**config.mk**
```make
export PLATFORM = sky130hd
export DESIGN_NAME = clkgen_mode_ctrl
export DESIGN_NICKNAME = d
export VERILOG_FILES = /design/src/rtl/clkgen_pkg.sv /design/src/rtl/clkgen_ext_qual.sv /design/src/rtl/clkgen_stop_ctrl.sv /design/src/rtl/clkgen_mode_fsm.sv /design/src/rtl/clkgen_mode_ctrl.sv
export SDC_FILE = /design/constraint.sdc
export NUM_CORES = 1
export LEC_CHECK = 0
export BUFFER_PORTS_ARGS = -buffer_cell sky130_fd_sc_hd__buf_2
export CELL_PAD_IN_SITES_DETAIL_PLACEMENT = 1
export CELL_PAD_IN_SITES_GLOBAL_PLACEMENT = 2
export CORE_AREA = 2 2 65 67
export CTS_BUF_LIST = sky130_fd_sc_hd__clkbuf_4 sky130_fd_sc_hd__clkbuf_8
export DETAILED_ROUTE_END_ITERATION = 16
export DIE_AREA = 0 0 67 69
export PLACE_DENSITY = 0.83
export SKIP_LAST_GASP = 1
export SYNTH_ARGS = -nofsm -noshare
export SYNTH_HDL_FRONTEND = slang
export SYNTH_SLANG_ARGS = --single-unit
```
**constraint.sdc**
```tcl
create_clock -name clk_i -period 2.25 [get_ports clk_i]
set_input_delay 0.45 -clock clk_i [delete_from_list [all_inputs] [get_ports clk_i]]
set_output_delay 0.45 -clock clk_i [all_outputs]
set_load 0.02 [all_outputs]
```
**src/rtl/clkgen_pkg.sv**
```systemverilog
package clkgen_pkg;

  typedef enum logic [2:0] {
    MODE_OFF     = 3'd0,
    MODE_SELF    = 3'd1,
    MODE_FLL_INT = 3'd2,
    MODE_BYP_EXT = 3'd3,
    MODE_FLL_EXT = 3'd4
  } mode_e;

  localparam logic [1:0] SEL_SELF    = 2'b00;
  localparam logic [1:0] SEL_FLL_INT = 2'b01;
  localparam logic [1:0] SEL_BYP_EXT = 2'b10;
  localparam logic [1:0] SEL_FLL_EXT = 2'b11;

endpackage

```
**src/rtl/clkgen_ext_qual.sv**
```systemverilog
module clkgen_ext_qual #(
  parameter int unsigned QUAL_EDGES  = 4096,
  parameter int unsigned LOSS_WIN    = 64,
  parameter int unsigned SYNC_STAGES = 2
) (
  input  logic clk_i,
  input  logic rst_ni,
  input  logic ext_clk_i,
  input  logic osc_on_i,
  input  logic watch_en_i,
  input  logic restart_i,
  output logic present_o,
  output logic loss_o
);

  localparam int unsigned QW = $clog2(QUAL_EDGES + 1);
  localparam int unsigned LW = $clog2(LOSS_WIN + 1);
  localparam logic [QW-1:0] QUAL_LAST = QW'(QUAL_EDGES - 1);
  localparam logic [LW-1:0] WD_LAST   = LW'(LOSS_WIN - 1);
  localparam logic [LW-1:0] WD_SAT    = LW'(LOSS_WIN);

  logic [SYNC_STAGES-1:0] sync_q;
  logic                   last_q;
  logic                   rise;
  logic [QW-1:0]          cnt_q, cnt_d;
  logic [LW-1:0]          wd_q, wd_d;
  logic                   pres_q, pres_d;
  logic                   loss_q, loss_d;
  logic                   timeout;

  // synchroniser chain for the external clock sample
  genvar g;
  generate
    for (g = 0; g < SYNC_STAGES; g++) begin : g_sync
      if (g == 0) begin : g_first
        always_ff @(posedge clk_i or negedge rst_ni) begin
          if (!rst_ni) sync_q[0] <= 1'b0;
          else         sync_q[0] <= ext_clk_i;
        end
      end else begin : g_next
        always_ff @(posedge clk_i or negedge rst_ni) begin
          if (!rst_ni) sync_q[g] <= 1'b0;
          else         sync_q[g] <= sync_q[g-1];
        end
      end
    end
  endgenerate

  assign rise = sync_q[SYNC_STAGES-1] & ~last_q;

  // watchdog: internal cycles since the last external edge
  always_comb begin
    wd_d    = wd_q;
    timeout = 1'b0;
    if (!osc_on_i || !watch_en_i || rise || restart_i) begin
      wd_d = '0;
    end else if (wd_q == WD_LAST) begin
      timeout = 1'b1;
      wd_d    = WD_SAT;
    end else if (wd_q != WD_SAT) begin
      wd_d = wd_q + 1'b1;
    end
  end

  // edge counter that qualifies the crystal
  always_comb begin
    cnt_d  = cnt_q;
    pres_d = pres_q;
    if (!osc_on_i || timeout) begin
      cnt_d  = '0;
      pres_d = 1'b0;
    end else if (rise && !pres_q) begin
      cnt_d = cnt_q + 1'b1;
      if (cnt_q == QUAL_LAST) pres_d = 1'b1;
    end
  end

  always_comb begin
    loss_d = loss_q;
    if (restart_i)    loss_d = 1'b0;
    else if (timeout) loss_d = 1'b1;
  end

  always_ff @(posedge clk_i or negedge rst_ni) begin
    if (!rst_ni) begin
      last_q <= 1'b0;
      cnt_q  <= '0;
      wd_q   <= '0;
      pres_q <= 1'b0;
      loss_q <= 1'b0;
    end else begin
      last_q <= sync_q[SYNC_STAGES-1];
      cnt_q  <= cnt_d;
      wd_q   <= wd_d;
      pres_q <= pres_d;
      loss_q <= loss_d;
    end
  end

  assign present_o = pres_q;
  assign loss_o    = loss_q;

endmodule

```
**src/rtl/clkgen_stop_ctrl.sv**
```systemverilog
module clkgen_stop_ctrl (
  input  logic clk_i,
  input  logic rst_ni,
  input  logic stop_req_i,
  input  logic wake_irq_i,
  input  logic dbg_en_i,
  input  logic sel_b0_i,
  input  logic dco_stable_i,
  output logic stop_o,
  output logic off_next_o,
  output logic dco_wait_next_o
);

  logic stop_q, stop_d;
  logic dwait_q, dwait_d;
  logic wake;

  assign wake = stop_q & wake_irq_i;

  always_comb begin
    if (stop_q) stop_d = ~wake_irq_i;
    else        stop_d = stop_req_i & ~dbg_en_i;
  end

  always_comb begin
    dwait_d = dwait_q;
    if (wake && sel_b0_i && !dco_stable_i) dwait_d = 1'b1;
    else if (dco_stable_i)                 dwait_d = 1'b0;
  end

  always_ff @(posedge clk_i or negedge rst_ni) begin
    if (!rst_ni) begin
      stop_q  <= 1'b0;
      dwait_q <= 1'b0;
    end else begin
      stop_q  <= stop_d;
      dwait_q <= dwait_d;
    end
  end

  assign stop_o          = stop_q;
  assign off_next_o      = stop_d & ~dbg_en_i;
  assign dco_wait_next_o = dwait_d;

endmodule

```
**src/rtl/clkgen_mode_fsm.sv**
```systemverilog
module clkgen_mode_fsm
  import clkgen_pkg::*;
(
  input  logic       clk_i,
  input  logic       rst_ni,
  input  logic [1:0] sel_i,
  input  logic       off_i,
  input  logic       dco_wait_i,
  input  logic       present_i,
  input  logic       loss_i,
  output logic [2:0] mode_o,
  output logic       clk_gate_o,
  output logic       ref_ext_o
);

  mode_e mode_q, mode_d;
  logic  no_ext;

  assign no_ext = loss_i & ~present_i;

  always_comb begin
    mode_d = mode_q;
    if (off_i) begin
      mode_d = MODE_OFF;
    end else begin
      case (sel_i)
        SEL_SELF:    mode_d = MODE_SELF;
        SEL_FLL_INT: mode_d = dco_wait_i ? MODE_SELF : MODE_FLL_INT;
        SEL_BYP_EXT: mode_d = (no_ext || dco_wait_i) ? MODE_SELF : MODE_BYP_EXT;
        default:     mode_d = (no_ext || dco_wait_i) ? MODE_SELF : MODE_FLL_EXT;
      endcase
    end
  end

  always_ff @(posedge clk_i or negedge rst_ni) begin
    if (!rst_ni) mode_q <= MODE_SELF;
    else         mode_q <= mode_d;
  end

  always_comb begin
    case (mode_q)
      MODE_OFF:     clk_gate_o = 1'b0;
      MODE_BYP_EXT: clk_gate_o = present_i;
      default:      clk_gate_o = 1'b1;
    endcase
  end

  assign ref_ext_o = ((mode_q == MODE_BYP_EXT) || (mode_q == MODE_FLL_EXT)) & present_i;
  assign mode_o    = mode_q;

endmodule

```
**src/rtl/clkgen_mode_ctrl.sv**
```systemverilog
module clkgen_mode_ctrl #(
  parameter int unsigned QUAL_EDGES  = 4096,
  parameter int unsigned LOSS_WIN    = 64,
  parameter int unsigned SYNC_STAGES = 2
) (
  input  logic       clk_i,
  input  logic       rst_ni,
  input  logic [1:0] sel_i,
  input  logic       sel_wr_i,
  input  logic       stop_req_i,
  input  logic       wake_irq_i,
  input  logic       dbg_en_i,
  input  logic       osc_stop_en_i,
  input  logic       dco_stable_i,
  input  logic       ext_clk_i,
  output logic [2:0] mode_o,
  output logic       clk_gate_o,
  output logic       ref_sel_ext_o,
  output logic       ext_present_o,
  output logic       loss_of_clk_o
);

  logic [1:0] rst_sync_q;
  logic       rst_n;
  logic [1:0] sel_q;
  logic       stop_q;
  logic       off_next;
  logic       dco_wait_next;
  logic       osc_on;

  // reset asserts at once and is released on a clock edge
  always_ff @(posedge clk_i or negedge rst_ni) begin
    if (!rst_ni) rst_sync_q <= 2'b00;
    else         rst_sync_q <= {rst_sync_q[0], 1'b1};
  end
  assign rst_n = rst_sync_q[1];

  always_ff @(posedge clk_i or negedge rst_n) begin
    if (!rst_n)        sel_q <= 2'b00;
    else if (sel_wr_i) sel_q <= sel_i;
  end

  assign osc_on = sel_q[1] & (~stop_q | osc_stop_en_i | dbg_en_i);

  clkgen_stop_ctrl u_stop (
    .clk_i           (clk_i),
    .rst_ni          (rst_n),
    .stop_req_i      (stop_req_i),
    .wake_irq_i      (wake_irq_i),
    .dbg_en_i        (dbg_en_i),
    .sel_b0_i        (sel_q[0]),
    .dco_stable_i    (dco_stable_i),
    .stop_o          (stop_q),
    .off_next_o      (off_next),
    .dco_wait_next_o (dco_wait_next)
  );

  clkgen_ext_qual #(
    .QUAL_EDGES  (QUAL_EDGES),
    .LOSS_WIN    (LOSS_WIN),
    .SYNC_STAGES (SYNC_STAGES)
  ) u_qual (
    .clk_i      (clk_i),
    .rst_ni     (rst_n),
    .ext_clk_i  (ext_clk_i),
    .osc_on_i   (osc_on),
    .watch_en_i (sel_q[1]),
    .restart_i  (sel_wr_i),
    .present_o  (ext_present_o),
    .loss_o     (loss_of_clk_o)
  );

  clkgen_mode_fsm u_fsm (
    .clk_i      (clk_i),
    .rst_ni     (rst_n),
    .sel_i      (sel_q),
    .off_i      (off_next),
    .dco_wait_i (dco_wait_next),
    .present_i  (ext_present_o),
    .loss_i     (loss_of_clk_o),
    .mode_o     (mode_o),
    .clk_gate_o (clk_gate_o),
    .ref_ext_o  (ref_sel_ext_o)
  );

endmodule

```
[After elaboration in Yosys (flattened, before gate mapping)]
Index checks and enable logic that the tools add are counted.
Cells by class
  div/mod/pow operators: 0
  shift operators: 0
  reduce and logical (&&, ||, !) cells: 20
  equality and inequality tests: 7
  add/sub/neg operators: 2
  multiplexer cells: 21
  magnitude comparators: 0
  multipliers: 0
  bitwise operators: 14
Operators by type and width (number)
  13-bit two-way mux: 2
  7-bit two-way mux: 3
  13-bit by 1-bit adder with 13-bit output (second input constant): 1
  13-bit by 12-bit == test with 1-bit output (second input constant): 1
  1-bit two-way mux: 10
  3-bit case mux with 3 select lines: 1
  7-bit by 1-bit adder with 7-bit output (second input constant): 1
  1-bit bitwise AND: 7
  7-bit by 6-bit == test with 1-bit output (second input constant): 1
  7-bit inequality test (second input constant): 1
  1-bit logical OR: 6
  3-bit two-way mux: 2
  2-bit nonzero test: 3
  1-bit NOT: 5
  1-bit logical NOT: 4
  2-bit two-way mux: 2
  3-bit by 2-bit == test with 1-bit output (second input constant): 1
  3-bit == test (second input constant): 1
  1-bit logical AND: 3
  3-bit logical NOT: 1
  3-bit nonzero test: 1
  2-bit by 1-bit == test with 1-bit output (second input constant): 1
  2-bit == test (second input constant): 1
  2-bit logical NOT: 1
  other kinds (3): 4
Storage, ports and cells
  memory bits (writable): 0
  input port bits: 11
  memory bits (read-only): 0
  word-level logic and storage cells: 76
  register bits: 34
  memories: 0
  latch bits: 0

[Longest topological paths before layout]
  depth after elaboration: 12
  depth in mapped cells: 6
  gate-level depth less buffers: 5

[Cells and area by module]
Synthesis repeated with hierarchy kept, for this count alone.
Second synthesis, totals
  cell total of the unflattened synthesis: 149
  area total of the unflattened synthesis: 1575.3 µm²
Modules (own cells, without submodules)
  clkgen_ext_qual: times used 1, seq. area each 625.6 µm², area an instance 1174.9 µm², cells each 113
  clkgen_mode_fsm: times used 1, seq. area each 76.3 µm², area an instance 170.2 µm², cells each 19
  clkgen_mode_ctrl: times used 1, seq. area each 100.1 µm², area an instance 137.6 µm², cells each 9
  clkgen_stop_ctrl: times used 1, seq. area each 50.0 µm², area an instance 92.6 µm², cells each 8

[Least setup slack after synthesis]
OpenSTA, ideal clock, no wires.
  path type: reg-to-reg
  start point: register u_qual.wd_q[1]
  end point: register u_qual.cnt_q[12]
  arrival: 1604 ps
  path slack: 528 ps
  cell stages (with the launch flop): 7
  clock period less this slack: 1722 ps
  data required time: 2131 ps
  path through: dfrtp_1 ha_1 nand3_1 or3_4 o311ai_4 buf_6 nor2_1
Between the ends
  cells in the longest elaborated chain, start to end: 5
Ends and longest elaborated chain
  start: declaration: RTL line clkgen_ext_qual.sv:26  | logic [LW-1:0] wd_q, wd_d;
  start signal: assignment: RTL line clkgen_ext_qual.sv:94  | wd_q <= wd_d;
  7-bit by 6-bit == test with 1-bit output *: RTL line clkgen_ext_qual.sv:57  | end else if (wd_q == WD_LAST) begin
  1-bit two-way mux *: RTL line clkgen_ext_qual.sv:57
  1-bit two-way mux *: RTL line clkgen_ext_qual.sv:55  | if (!osc_on_i || !watch_en_i || rise || restart_i) begin
  1-bit logical OR *: RTL line clkgen_ext_qual.sv:69  | if (!osc_on_i || timeout) begin
  13-bit two-way mux / 2-bit nonzero test (equally long branches)
  end signal: assignment: RTL line clkgen_ext_qual.sv:93  | cnt_q <= cnt_d;
  end: declaration: RTL line clkgen_ext_qual.sv:25  | logic [QW-1:0] cnt_q, cnt_d;
Mark *: on every way between the ends. The rest lies on a longest branch, timed or not.
A chain may end at the register's enable or synchronous reset.

[Worst setup path in the final report]
  start point: register u_qual.wd_q[1]
  end point: register u_qual.cnt_q[8]
The elaborated chain is that of the path after synthesis.

==> flow_summary.toml <==
[detailed_routing]
routed.top_layer = "met4"
drtPass1Iterations = 4
routed_via_density = 5.06
drt_iter0_drc = 41
wl_met1_um = 1440
dr_wl_met3_um = 105
ant_nets = 0
wirelength_um = 3280
drcViolationCount = 0
met2_wirelength_um = 1670
vias = 1174
wl_per_cell_um = 14.1

[synth]
synth_seq_cells = 34
synth-xor-area-share = 0.0815
synthSimpleGateAreaFrac = 0.256
avgSynthCellArea_um2 = 10.5
yosysSeqAreaShare = 0.529
synth_area_um2 = 1610
synth.net_count = 168
ys_types = 38
synthCells = 154
yosys.area_share.adder = 0.0233
synth.area.mux_share = 0.0194
synth_top_family_by_area = "simple AND/OR/NAND/NOR gates"
yosys_warnings = 0
synth_compound_area_frac = 0.0668

[sta]
setup_tns_ps = 0
fin_worst_skew_ps = 3.15
slew_headroom = 0.566
worst_pin_slew_ps = 651
post-route-period-util = 0.826
grt_setup_unrepaired = "false"
drv_slew = 0
fmaxAchievable_mhz = 538
period_needed_ps = 1860
hold_viol_final = 0
setup_viol = 0

[worst_hold_path]
hold_class = "register to asynchronous set/reset pin"

[global_route]
antenna_found_initial = 0
grt_pass1_vias = 1224
grt_pass1_wl_um = 5760
grtUsageTotal = 0.165
grt_overflow = 0
grt_max_degree = 18

[power]
intPower_mw = 0.989
power_density_nw_per_um2 = 684
p_sw_frac = 0.236
comb_power_share = 0.087
p_sw_mw = 0.306
fin_total_pwr_mw = 1.29
pwr-share-seq = 0.509
clkPwrFrac = 0.404
p_leak_nw = 0.832
ir_worst_vdd_mv = 0.390

[clock_tree]
htree_levels = 2
cts_buffers = 5
clk_path_buf_depth = 2
clock_sinks = 34
insertion_delay_ps = 290
cts-root-buf = "clkbuf_8"
post-cts-setup-buffer-count = 0
cts_tree = "built"
clkTransAtPathRegs_ps = 70
cts_resized = 0
hold_buffers = 1

[finish]
fin_area_um2 = 1890
area_growth_pct = 17.5
nets = 195
final_cell_mix = "dfrtp_1, nor2_1, buf_2"
fin_util = 0.484
diodes = 0
stdcell_count = 232
drive_above_1_share = 0.203
final_common_cell = "dfrtp_1"

[die]
fp-row-count = 23
chipWidth_um = 67
start_util = 0.412
io_pins = 18
core_area_um2 = 3910
die_area_um2 = 4620
die_h_um = 69

[worst_setup_path]
cp_slowest_cell = "or3_4"
end_kind = "register"
reg2reg_from = "u_qual.wd_q[1]"
startpoint_type = "register"
slowest_delay_ps = 440
reg2reg_depth = 6
cp_max_fo = 14
crit_required_ps = 2430
arrival_ps = 2030
crit_chain = "ha_1 -> nand3_1 -> or3_4 -> o311ai_4 -> buf_4 -> nor2_1"
crit_type = "register to register"
timing.rr.end = "u_qual.cnt_q[8]"
r2r_setup_slack_ps = 390

[placed_design]
placed_area_um2 = 1770
dp_hpwl_um = 2460
port-buffer-count = 17
dp.cells = 223
place_congestion = 0.770

[run_status]
status = "complete, no violations"

[flow_run]
maxCapViolCount = 0
[cell families (layout without fill, tap and decap cells)]
logic type,count (synthesis),after routing
adders and majority gates,3,3
DFF,34,34
other,1,1
xor gates and xnor gates,15,15
AOI/OAI and AO/OA,15,15
muxes,3,3
buffers and inverters,7,35
and+or+nand+nor,76,76
[metrics by stage]
stage	hold WS [ps]	worst slack, ps
after global placement	237	487
after CTS	263	389
after floorplan	154	528
after detailed placement	239	402
after global routing	257	261
final	269	392
[how the worst max path moves through the flow]
stage / depth (start not counted) / endpoint / slack (ps) / startpoint
after global routing: 6 / u_qual.cnt_q[6] / 260 / u_qual.wd_q[1]
after floorplan: 6 / u_qual.cnt_q[12] / 530 / u_qual.wd_q[1]
after CTS: 6 / u_qual.cnt_q[3] / 390 / u_qual.wd_q[1]
final: 6 / u_qual.cnt_q[8] / 390 / u_qual.wd_q[1]
after detailed placement: 6 / u_qual.cnt_q[3] / 400 / u_qual.wd_q[0]
after global placement: 6 / u_qual.present_o / 490 / u_qual.wd_q[1]
[Yosys cell counts, drive strengths merged]
cell type,count,area (um^2)
dfrtp,33,826
nor2,24,90.1
nand2,15,56.3
xnor2,8,70.1
nand3,7,35.0
xor2,7,61.3
inv,5,18.8
nand4,5,31.3
a21oi,4,20.0
nand2b,4,25.0
o21ai,4,20.0
ha,3,37.5
nor3,3,15.0
nor3b,3,32.5
nor4,3,33.8
a31oi,2,12.5
and3,2,12.5
and4,2,17.5
buf,2,16.3
mux2i,2,20.0
nor2b,2,12.5
or3,2,17.5
or3b,2,17.5
a211oi,1,7.51
and2,1,6.26
conb,1,3.75
dfstp,1,26.3
mux2,1,11.3
o21a,1,7.51
o21bai,1,7.51
o22ai,1,6.26
o311ai,1,26.3
or4b,1,10.0
[routing by layer]
metal,vias to the layer above,global-route usage
li1,579,-
met1,574,0.201
met2,14,0.270
met3,7,0.0538
met4,0,0.0612
met5,-,0
[power groups by stage]
stage / Sequential, mW / Clock (mW) / Combinational [mW]
5_1_grt: 0.663 / 0.573 / 0.126
2_1_floorplan: 0.677 / 0 / 0.0617
3_5_place_dp: 0.671 / 0 / 0.112
6_report: 0.659 / 0.523 / 0.113
4_1_cts: 0.659 / 0.542 / 0.115
3_3_place_gp: 0.668 / 0 / 0.110
[flip-flops by register name, indices dropped and copies added (netlist names)]
signal and cells:
sel_q 2, u_fsm.mode_o 3, u_qual.cnt_q 13, u_qual.present_o 1, u_stop.stop_o 1, u_qual.last_q 1, u_stop.dwait_q 1, rst_sync_q 2
u_qual.sync_q 2, u_qual.loss_o 1, u_qual.wd_q 7
[critical path, delay by kind of cell, from the launching register on]
kind / cells / cell delay (ps)
simple gates: 3 / 650
flops: 1 / 390
compound gates: 1 / 260
fa+ha+maj: 1 / 200
buf+inv: 1 / 240
[layout make-up]
class / count / area [um^2]
multi-input cells: 113 / 724
inverters: 5 / 18.8
clock buffers: 8 / 110
flip-flops and latches: 34 / 852
well taps: 50 / 62.6
repair buffers: 22 / 125
fillers: 453 / 2020
Power figures use the tool's default switching activity.
